<file path="src/rtl/tri_pwm_pkg.sv">
package tri_pwm_pkg;
   localparam int A_PERIOD = 0;
   localparam int A_DEAD   = 1;
   localparam int A_CTRL   = 2;
   localparam int A_SKIP   = 3;
   localparam int A_ADC    = 4;
   localparam int A_DUTY0  = 5;

   typedef enum logic [1:0] {
      LD_CREST  = 2'd0,
      LD_TROUGH = 2'd1,
      LD_BOTH   = 2'd2,
      LD_BOTH_B = 2'd3
   } load_sel_e;

   function automatic int unsigned div_of(input logic [3:0] sel);
      if (sel <= 4'd6) return 32'd1 << sel;
      else if (sel == 4'd7) return 32'd256;
      else return 32'd1024;
   endfunction
endpackage

</file>
<file path="src/rtl/tri_pwm_prescale.sv">
module tri_pwm_prescale
   import tri_pwm_pkg::*;
#(
   parameter int PRE_W = 10
) (
   input  logic       clk,
   input  logic       rst_n,
   input  logic       run,
   input  logic [3:0] sel,
   output logic       tick
);
   if (PRE_W < 10) begin : g_bad_pre
      $error("PRE_W must hold a divide by 1024");
   end

   logic [PRE_W-1:0] cnt;
   logic [PRE_W-1:0] lim;

   assign lim  = PRE_W'(div_of(sel) - 32'd1);
   assign tick = run && (cnt >= lim);

   always_ff @(posedge clk) begin
      if (!rst_n) cnt <= '0;
      else if (!run || tick) cnt <= '0;
      else cnt <= cnt + PRE_W'(1);
   end
endmodule

</file>
<file path="src/rtl/tri_pwm_carrier.sv">
module tri_pwm_carrier #(
   parameter int CNT_W = 16
) (
   input  logic             clk,
   input  logic             rst_n,
   input  logic             run,
   input  logic             tick,
   input  logic [CNT_W-1:0] top,
   input  logic [CNT_W-1:0] dt,
   output logic [CNT_W-1:0] cnt,
   output logic             down,
   output logic             crest_evt,
   output logic             trough_evt
);
   assign crest_evt  = tick && !down && (cnt >= top);
   assign trough_evt = tick &&  down && (cnt <= dt);

   always_ff @(posedge clk) begin
      if (!rst_n) begin
         cnt  <= '0;
         down <= 1'b0;
      end else if (!run) begin
         cnt  <= dt;
         down <= 1'b0;
      end else if (crest_evt) begin
         down <= 1'b1;
         if (cnt > dt) cnt <= cnt - CNT_W'(1);
      end else if (trough_evt) begin
         down <= 1'b0;
         if (cnt < top) cnt <= cnt + CNT_W'(1);
      end else if (tick) begin
         cnt <= down ? cnt - CNT_W'(1) : cnt + CNT_W'(1);
      end
   end
endmodule

</file>
<file path="src/rtl/tri_pwm_dtpair.sv">
module tri_pwm_dtpair #(
   parameter int CNT_W = 16
) (
   input  logic             clk,
   input  logic             rst_n,
   input  logic             run,
   input  logic             tick,
   input  logic             raw,
   input  logic [CNT_W-1:0] dt,
   output logic             pos,
   output logic             neg
);
   logic             raw_q;
   logic [CNT_W-1:0] dtc;

   always_ff @(posedge clk) begin
      if (!rst_n) begin
         raw_q <= 1'b0;
         dtc   <= '0;
      end else begin
         raw_q <= raw;
         if (!run || (raw != raw_q)) dtc <= dt;
         else if (tick && (dtc != '0)) dtc <= dtc - CNT_W'(1);
      end
   end

   assign pos = run && (dtc == '0) &&  raw_q;
   assign neg = run && (dtc == '0) && !raw_q;
endmodule

</file>
<file path="src/rtl/tri_pwm_skip.sv">
module tri_pwm_skip #(
   parameter int W = 3
) (
   input  logic         clk,
   input  logic         rst_n,
   input  logic         run,
   input  logic         evt,
   input  logic [W-1:0] limit,
   output logic         strobe
);
   logic [W-1:0] seen;

   always_ff @(posedge clk) begin
      if (!rst_n) begin
         seen   <= '0;
         strobe <= 1'b0;
      end else begin
         strobe <= 1'b0;
         if (!run) begin
            seen <= '0;
         end else if (evt) begin
            if (seen >= limit) begin
               seen   <= '0;
               strobe <= 1'b1;
            end else begin
               seen <= seen + W'(1);
            end
         end
      end
   end
endmodule

</file>
<file path="src/rtl/tri_pwm.sv">
module tri_pwm
   import tri_pwm_pkg::*;
#(
   parameter int CNT_W  = 16,
   parameter int NPH    = 3,
   parameter int SKIP_W = 3,
   parameter int PRE_W  = 10,
   parameter int ADDR_W = 3
) (
   input  logic              clk,
   input  logic              rst_n,
   input  logic              wr_en,
   input  logic [ADDR_W-1:0] wr_addr,
   input  logic [CNT_W-1:0]  wr_data,
   output logic [NPH-1:0]    pwm_pos,
   output logic [NPH-1:0]    pwm_neg,
   output logic              irq_crest,
   output logic              irq_trough,
   output logic              adc_trig
);
   localparam int CTRL_W = 7;
   localparam int NREG   = A_DUTY0 + NPH;
   localparam int NSTR   = 3;

   if (CNT_W < CTRL_W || CNT_W < 2 * SKIP_W) begin : g_bad_w
      $error("CNT_W too narrow for the control fields");
   end
   if (NREG > (1 << ADDR_W)) begin : g_bad_a
      $error("ADDR_W too small for the phase count");
   end

   logic [CNT_W-1:0]            top_q, dt_q, adc_q;
   logic [CTRL_W-1:0]           ctrl_q;
   logic [2*SKIP_W-1:0]         skip_q;
   logic [NPH-1:0][CNT_W-1:0]   duty_buf, duty_act;

   logic        run;
   load_sel_e   ld_sel;
   logic [3:0]  clk_sel;
   assign run     = ctrl_q[0];
   assign ld_sel  = load_sel_e'(ctrl_q[2:1]);
   assign clk_sel = ctrl_q[6:3];

   always_ff @(posedge clk) begin
      if (!rst_n) begin
         top_q    <= '0;
         dt_q     <= '0;
         adc_q    <= '0;
         ctrl_q   <= '0;
         skip_q   <= '0;
         duty_buf <= '0;
      end else if (wr_en) begin
         if (wr_addr == ADDR_W'(A_PERIOD)) top_q  <= wr_data;
         if (wr_addr == ADDR_W'(A_DEAD))   dt_q   <= wr_data;
         if (wr_addr == ADDR_W'(A_CTRL))   ctrl_q <= wr_data[CTRL_W-1:0];
         if (wr_addr == ADDR_W'(A_SKIP))   skip_q <= wr_data[2*SKIP_W-1:0];
         if (wr_addr == ADDR_W'(A_ADC))    adc_q  <= wr_data;
         for (int i = 0; i < NPH; i++) begin
            if (wr_addr == ADDR_W'(A_DUTY0 + i)) duty_buf[i] <= wr_data;
         end
      end
   end

   logic             tick, down, crest_evt, trough_evt, adc_evt, load_now;
   logic [CNT_W-1:0] cnt;

   tri_pwm_prescale #(.PRE_W(PRE_W)) u_pre (
      .clk(clk), .rst_n(rst_n), .run(run), .sel(clk_sel), .tick(tick)
   );

   tri_pwm_carrier #(.CNT_W(CNT_W)) u_car (
      .clk(clk), .rst_n(rst_n), .run(run), .tick(tick),
      .top(top_q), .dt(dt_q), .cnt(cnt), .down(down),
      .crest_evt(crest_evt), .trough_evt(trough_evt)
   );

   assign adc_evt = tick && down && (cnt == adc_q);

   always_comb begin
      case (ld_sel)
         LD_CREST:  load_now = crest_evt;
         LD_TROUGH: load_now = trough_evt;
         default:   load_now = crest_evt || trough_evt;
      endcase
      if (!run) load_now = 1'b1;
   end

   always_ff @(posedge clk) begin
      if (!rst_n) duty_act <= '0;
      else if (load_now) duty_act <= duty_buf;
   end

   logic [NSTR-1:0]  str_evt, str_out;
   logic [SKIP_W-1:0] str_lim [NSTR];
   assign str_evt    = {adc_evt, trough_evt, crest_evt};
   assign str_lim[0] = skip_q[SKIP_W-1:0];
   assign str_lim[1] = skip_q[SKIP_W-1:0];
   assign str_lim[2] = skip_q[2*SKIP_W-1:SKIP_W];

   for (genvar k = 0; k < NSTR; k++) begin : g_str
      tri_pwm_skip #(.W(SKIP_W)) u_skip (
         .clk(clk), .rst_n(rst_n), .run(run), .evt(str_evt[k]),
         .limit(str_lim[k]), .strobe(str_out[k])
      );
   end

   assign irq_crest  = str_out[0];
   assign irq_trough = str_out[1];
   assign adc_trig   = str_out[2];

   for (genvar p = 0; p < NPH; p++) begin : g_ph
      logic raw;
      assign raw = cnt > duty_act[p];
      tri_pwm_dtpair #(.CNT_W(CNT_W)) u_dt (
         .clk(clk), .rst_n(rst_n), .run(run), .tick(tick), .raw(raw),
         .dt(dt_q), .pos(pwm_pos[p]), .neg(pwm_neg[p])
      );
   end
endmodule

</file>
<file path="config.mk">
export PLATFORM = sky130hd
export DESIGN_NAME = tri_pwm
export DESIGN_NICKNAME = d
export VERILOG_FILES = /design/src/rtl/tri_pwm_pkg.sv /design/src/rtl/tri_pwm_prescale.sv /design/src/rtl/tri_pwm_carrier.sv /design/src/rtl/tri_pwm_dtpair.sv /design/src/rtl/tri_pwm_skip.sv /design/src/rtl/tri_pwm.sv
export SDC_FILE = /design/constraint.sdc
export NUM_CORES = 1
export LEC_CHECK = 0
export BUFFER_PORTS_ARGS = -buffer_cell sky130_fd_sc_hd__buf_4
export CAP_MARGIN = 0
export CORE_UTILIZATION = 67
export CTS_BUF_LIST = sky130_fd_sc_hd__clkbuf_8
export CTS_CLUSTER_DIAMETER = 60
export CTS_CLUSTER_SIZE = 8
export DETAILED_ROUTE_END_ITERATION = 8
export PLACE_DENSITY = 0.84
export SYNTH_ARGS = -nofsm -noshare
export SYNTH_HDL_FRONTEND = slang
export SYNTH_SLANG_ARGS = --single-unit
</file>
<file path="constraint.sdc">
create_clock -name clk -period 6.3 [get_ports clk]
set_input_delay 0.63 -clock clk [delete_from_list [all_inputs] [get_ports clk]]
set_output_delay 0.63 -clock clk [all_outputs]
set_load 0.01 [all_outputs]
</file>
==> results of run 1 <==
## state kept, by name (all words and copies together), names as in the netlist
signal,flops
adc_q,16
ctrl_q,7
dt_q,16
duty_act,48
duty_buf,48
g_ph.u_dt.dtc,48
g_ph.u_dt.raw_q,3
g_str.u_skip.seen,9
g_str.u_skip.strobe,3
skip_q,6
top_q,16
u_car.cnt,16
u_car.down,1
u_pre.cnt,10
## metrics by stage
step	setup WS [ns]	hold WS, ns	total power (uW)	cell area, um^2
global route	1.12	0.382	3230	14600
floorplan	2.31	0.435	1900	13800
CTS	1.40	0.371	3120	14600
finish	1.31	0.394	3120	14600
global placement	1.58	0.439	2000	14100
detailed placement	1.45	0.444	2010	14100
## power by group through the flow
stage               Clock [uW]  Sequential (uW)  Combinational, uW
floorplan                    0             1640                258
global placement             0             1650                350
detailed placement           0             1660                359
CTS                       1140             1620                360
global route              1210             1620                399
finish                    1120             1620                371
## worst min-delay path, cell delays in order
cell and delay [ns]:
buf_4 0.15, nand2_1 0.06, a21oi_1 0.05
## synth_stat cells, types with 12 or more instances
master    instances  area share
a21o_1           30       0.016
mux2i_1          83       0.060
xor2_1           20       0.013
and3_1           17      0.0077
ha_1            109       0.099
nand2_1         358       0.097
nor2_1           92       0.025
xnor2_1          47       0.030
buf_1            14      0.0038
o41ai_1          15      0.0095
inv_1           107       0.029
nor4_1           12      0.0054
o21ai_0          25      0.0090
nand4_1          30       0.014
clkbuf_1         64       0.017
nand3_1          55       0.020
nor2b_1          14      0.0063
or3_1            14      0.0063
nor3_1           38       0.014
a21oi_1         164       0.059
dfxtp_1         247        0.36
nand2b_1         13      0.0059
## cell families (layout without fill, tap and decap cells)
| group | Yosys count | after routing | synth area share |
|---|---|---|---|
| simple gates | 691 | 691 | 0.230 |
| compound gates | 319 | 319 | 0.149 |
| flops | 247 | 247 | 0.357 |
| buf+inv | 208 | 193 | 0.0615 |
| fa+ha+maj | 109 | 109 | 0.0986 |
| mux | 85 | 85 | 0.0617 |
| xor+xnor | 67 | 67 | 0.0424 |
## per-layer routing
layer / part of all wire / vias to the layer above
li1: - / 5919
met1: 0.42 / 5740
met2: 0.47 / 542
met3: 0.080 / 112
met4: 0.037 / 0
met5: 0 / -
## final timing paths
kind	end	slack, ns
setup reg to reg	duty_act[12]$_SDFFE_PN0P_	1.31
setup / recovery	duty_act[12]$_SDFFE_PN0P_	1.31
hold / removal	duty_buf[14]$_SDFFE_PN0P_	0.39
hold reg to reg	duty_buf[46]$_SDFFE_PN0P_	0.45
## area by class of cell
class | count | share of cell area
multi-input combinational | 1271 | 0.551
clock inverter | 5 | 0.00214
tap | 270 | 0.0231
timing repair buffer | 44 | 0.0226
clock buffer | 37 | 0.0349
inverter | 107 | 0.0277
sequential | 247 | 0.339
==> results.md, run 1 <==
- Status: finished, final reports clean
- Combinational power share: 0.119
- Final worst-path cycle share: 0.792
- CTS tree: yes
- Post-synth net total: 1,857
- Detailed Place HPWL: 24.3 mm
- Max Clock Skew: 0.0215 ns
- Height of the die: 146 um
- Synth Warn #: 0
- Critical Path End Type: flop
- Int Pwr: 2240 uW
- First element of the critical path: ctrl_q[6]$_SDFFE_PN0P_
- Detailed Routing Iterations Pass 1: 7
- Drt drc: 0
- Met1 usage: 0.443
- Gr usage total: 0.346
- Commonest non-fill, non-tap cells in the layout: nand2_1, dfxtp_1, a21oi_1, ha_1, inv_1
- Clock buffer count from CTS: 37
- Clk root buf: clkbuf_8
- Switching Share: 0.281
- Cell variety after synth: 67
- Critical Path Max Stage Delay: 0.66 ns
- Critical path arrival: 5.45 ns
- Buf/Inv on CP: 3
- Critical Path Stages: 17
- Startpoint types: flop
- Final #Nets: 1,839
- Most frequent CP cell: buf_4
- Pwr dens: 213 mW/mm^2
- First-pass GRT wire length: 59.1 mm
- Setup Buffers After CTS: 0
- GRT overflow: 0
- Final hold vios: 0
- CP required: 6.76 ns
- Drt initial violations: 1,163
- Least-Margin Pin Slew: 1.25 ns
- Reg2reg path depth: 17
- Start point of the worst hold path: wr_data[14]
- Largest net degree at the start of global routing: 100
- FF+latch area: 0.00494 mm^2
- Row cnt: 52
- Post-synth EDFFs: 0
- Slowest CP cell: buf_4
- Layout area overhead: 5.56%
- Commonest non-fill, non-tap cell in the layout: nand2_1
- ANT nets after route: 0
- Number of setup violations in the final report: 0
- CTS Hold Bufs: 0
- Post-layout util: 0.722
- M2 GR Usage: 0.574
- Fmax: 0.200 GHz
- Post-CTS Resized: 0
- Seq pwr share: 0.520
- Num ports: 31
- Synthesized instance count: 1,726
- Slew Viols, Final: 0
- Max_slew headroom: 0.158
- WHS Path Cells: 3
- Clk sinks: 247
- Initial antenna violation count: 0
- ANT cells: 0
- Synthesized area: 0.0138 mm^2
- Dominant synthesized flop cell: dfxtp_1
- Final Wtd Congestion: 0.894
- Tmin final: 4.99 ns
- Die Wd: 146 um
- Max_cap viols: 0
- Leak: 0.00543 uW
- H-tree Lvls: 2
- Max VDD drop: 0.172 mV
- Setup TNS: 0 ns
- Detailed Route WL: 36.3 mm
- Port bufs: 30
- Share of cells above drive strength 1: 0.0637
- Area taken by multi-input logic gates: 0.00805 mm^2
- Post-Syn Area per Cell: 8.02 um^2
- Clock Tree Buf Depth: 3
- Mean routed wirelength per cell: 18.3 um
- Initial core utilization: 0.684
- Delay-heaviest family, CP: simple AND/OR/NAND/NOR gates
- Cells after DPL: 1,939
- Hold/Removal Path Class: primary input to flop
- Unrepaired setup endpoints after global routing: false
- DR vias/cell: 6.22
- Met3 global-route usage: 0.0586
- Via count: 12,300
- # fillers: 1,616
- Sw power: 875 uW
- Die area: 0.0212 mm^2
- Vias in the first global route: 11,900
- Share of the yosys chip area belonging to registers: 0.357
- Async SR Flop Fraction: 0
- Crit path max fanout: 48
- Non-Filler Instances: 1,981
- Power share of the clock group: 0.361
- Clk_lat worst skew: 0.55 ns
- GR peak layer: met2
- Yosys reg bits: 247
- Core region area: 0.0202 mm^2
- Worst-path clk slew: 0.06 ns
- Setup CP Type: flop to flop
- CP Cell Sequence: or4_1, ha_1, nor3_1, mux2_2, a21oi_1, ha_1, and3_1, a221oi_1, o21ai_1, a31oi_1, buf_4, nor3_2, buf_4, or3_1, a21oi_4, buf_4, mux2i_1
- Reg2Reg Launch Point: ctrl_q[6]$_SDFFE_PN0P_
No activity file was read; power rests on OpenSTA's default activity.
==> inputs of run 2 (changes only) <==
CORE_UTILIZATION = 65   (was 67)
PLACE_DENSITY = 0.82   (was 0.84)
clock period = 4.8 ns   (was 6.3 ns; I/O delays follow)
==> results.md, run 2 (synthesis results as in run 1) <==
- Post-CTS Resized: 0 (unchanged)
- WHS Path Cells: 3 (unchanged)
- FF+latch area: 0.00494 mm^2 (unchanged)
- Share of cells above drive strength 1: 0.0648 (was 0.0637)
- Leak: 0.00545 uW (was 0.00543 uW)
- Clk root buf: clkbuf_8 (unchanged)
- Clk sinks: 247 (unchanged)
- Reg2reg path depth: 15 (was 17)
- Sw power: 1130 uW (was 875 uW)
- Number of setup violations in the final report: 0 (unchanged)
- First-pass GRT wire length: 57.9 mm (was 59.1 mm)
- Largest net degree at the start of global routing: 98 (was 100)
- Least-Margin Pin Slew: 1.27 ns (was 1.25 ns)
- # fillers: 1,745 (was 1,616)
- H-tree Lvls: 2 (unchanged)
- Detailed Route WL: 35.8 mm (was 36.3 mm)
- Commonest non-fill, non-tap cell in the layout: nand2_1 (unchanged)
- Vias in the first global route: 11,600 (was 11,900)
- Initial antenna violation count: 0 (unchanged)
- Tmin final: 4.46 ns (was 4.99 ns)
- Fmax: 0.224 GHz (was 0.200 GHz)
- Initial core utilization: 0.660 (was 0.684)
- Top Registers: duty_act (48), duty_buf (48), g_ph.u_dt.dtc (48) (unchanged)
- Clk_lat worst skew: 0.54 ns (was 0.55 ns)
- Status: finished, final reports clean (unchanged)
- Hold/Removal Path Class: primary input to flop (unchanged)
- Switching Share: 0.277 (was 0.281)
- Layout area overhead: 5.81% (was 5.56%)
- Area taken by multi-input logic gates: 0.00805 mm^2 (unchanged)
- Height of the die: 148 um (was 146 um)
- Startpoint types: flop (unchanged)
- Via count: 12,200 (was 12,300)
- Drt drc: 0 (unchanged)
- Final #Nets: 1,842 (was 1,839)
- Crit path max fanout: 48 (unchanged)
- Die Wd: 148 um (was 146 um)
- CP required: 5.20 ns (was 6.76 ns)
- Design area: 0.0146 mm^2 (about the same)
- Total power: 4070 uW (was 3120 uW)
- Power share of the clock group: 0.357 (was 0.361)
- Max VDD drop: 0.365 mV (was 0.172 mV)
- Setup Buffers After CTS: 0 (unchanged)
- Critical Path End Type: flop (unchanged)
- Commonest non-fill, non-tap cells in the layout: nand2_1, dfxtp_1, a21oi_1, ha_1, inv_1 (unchanged)
- Placed instance area: 0.0141 mm^2 (about the same)
- Detailed Place HPWL: 24.6 mm (was 24.3 mm)
- Final hold vios: 0 (unchanged)
- Slew Viols, Final: 0 (unchanged)
- Unrepaired setup endpoints after global routing: false (unchanged)
- Die area: 0.0219 mm^2 (was 0.0212 mm^2)
- Clock Tree Buf Depth: 3 (unchanged)
- Num ports: 31 (unchanged)
- CTS tree: yes (unchanged)
- Pwr dens: 278 mW/mm^2 (was 213 mW/mm^2)
- GRT overflow: 0 (unchanged)
- Non-Filler Instances: 1,988 (was 1,981)
- Port bufs: 30 (unchanged)
- Mean routed wirelength per cell: 18.0 um (was 18.3 um)
- Max_cap viols: 0 (unchanged)
- Setup CP Type: flop to flop (unchanged)
- CTS Hold Bufs: 0 (unchanged)
- Final worst-path cycle share: 0.930 (was 0.792)
- Gr usage total: 0.331 (was 0.346)
- DR vias/cell: 6.15 (was 6.22)
- Setup TNS: 0 ns (unchanged)
- Clock buffer count from CTS: 36 (was 37)
- ANT nets after route: 0 (unchanged)
- Max_slew headroom: 0.152 (was 0.158)
- Cells after DPL: 1,947 (was 1,939)
- Int Pwr: 2940 uW (was 2240 uW)
- Combinational power share: 0.120 (was 0.119)
- Core region area: 0.0210 mm^2 (was 0.0202 mm^2)
- Critical path arrival: 4.87 ns (was 5.45 ns)
- Max Clock Skew: 0.0166 ns (was 0.0215 ns)
- Worst-path clk slew: 0.06 ns (about the same)
- Detailed Routing Iterations Pass 1: 5 (was 7)
- Row cnt: 53 (was 52)
- Final Wtd Congestion: 0.898 (was 0.894)
- ANT cells: 0 (unchanged)
- Drt initial violations: 1,096 (was 1,163)
- Seq pwr share: 0.523 (was 0.520)
[run 2: area by class of cell]
| class | count | area share |
|---|---|---|
| sequential | 247 | 0.338 |
| clock buffer | 37 | 0.0348 |
| clock inverter | 3 | 0.00128 |
| multi-input combinational | 1271 | 0.550 |
| timing repair buffer | 48 | 0.0253 |
| tap | 275 | 0.0235 |
| inverter | 107 | 0.0276 |
[run 2: stage by stage]
| step | setup WS [ns] | util | hold WS [ns] |
|---|---|---|---|
| 5_1_grt | 0.0504 | 0.699 | 0.249 |
| 2_1_floorplan | 0.810 | - | 0.435 |
| 4_1_cts | 0.380 | 0.698 | 0.232 |
| 3_3_place_gp | 0.491 | 0.673 | 0.438 |
| 6_report | 0.335 | 0.699 | 0.249 |
| 3_5_place_dp | 0.406 | 0.673 | 0.443 |
[run 2: power by group through the flow]
stage | registers (uW) | clock network, uW | logic (uW)
after detailed placement | 2170 | 0 | 475
final | 2130 | 1450 | 490
after global routing | 2130 | 1560 | 528
after floorplan | 2160 | 0 | 338
after global placement | 2170 | 0 | 468
after CTS | 2120 | 1470 | 478
[run 2: path summary, 6_finish.rpt]
kind | from | end | slack, ns
worst max-delay path | ctrl_q[3]$_SDFFE_PN0P_ | duty_act[29]$_SDFFE_PN0P_ | 0.34
worst min-delay path | wr_data[8] | adc_q[8]$_SDFFE_PN0P_ | 0.25
worst max register to register | ctrl_q[3]$_SDFFE_PN0P_ | duty_act[29]$_SDFFE_PN0P_ | 0.34
worst min register to register | duty_buf[15]$_SDFFE_PN0P_ | duty_act[15]$_SDFFE_PN0P_ | 0.45
[run 2: worst max-delay path, stage by stage (launching register included)]
cell     delay [ns]
dfxtp_1        0.36
or4_1          0.55
ha_1           0.29
nor3_1         0.21
mux2_2         0.19
a21oi_1        0.08
ha_1           0.29
and3_1         0.17
nand3_1        0.08
o21ai_1        0.19
a31oi_1        0.17
nor3_2         0.95
or3_1          0.27
a21oi_4        0.07
buf_12         0.25
mux2i_1        0.16
[run 2: routing by layer]
metal / part of all wire / up-vias / wire length [um] / global-route usage
met4: 0.038 / 0 / 1370 / 0.141
met1: 0.43 / 5735 / 15400 / 0.429
met3: 0.081 / 94 / 2910 / 0.0586
met5: 0 / - / 0 / 0
met2: 0.45 / 479 / 16100 / 0.541
li1: - / 5911 / - / -
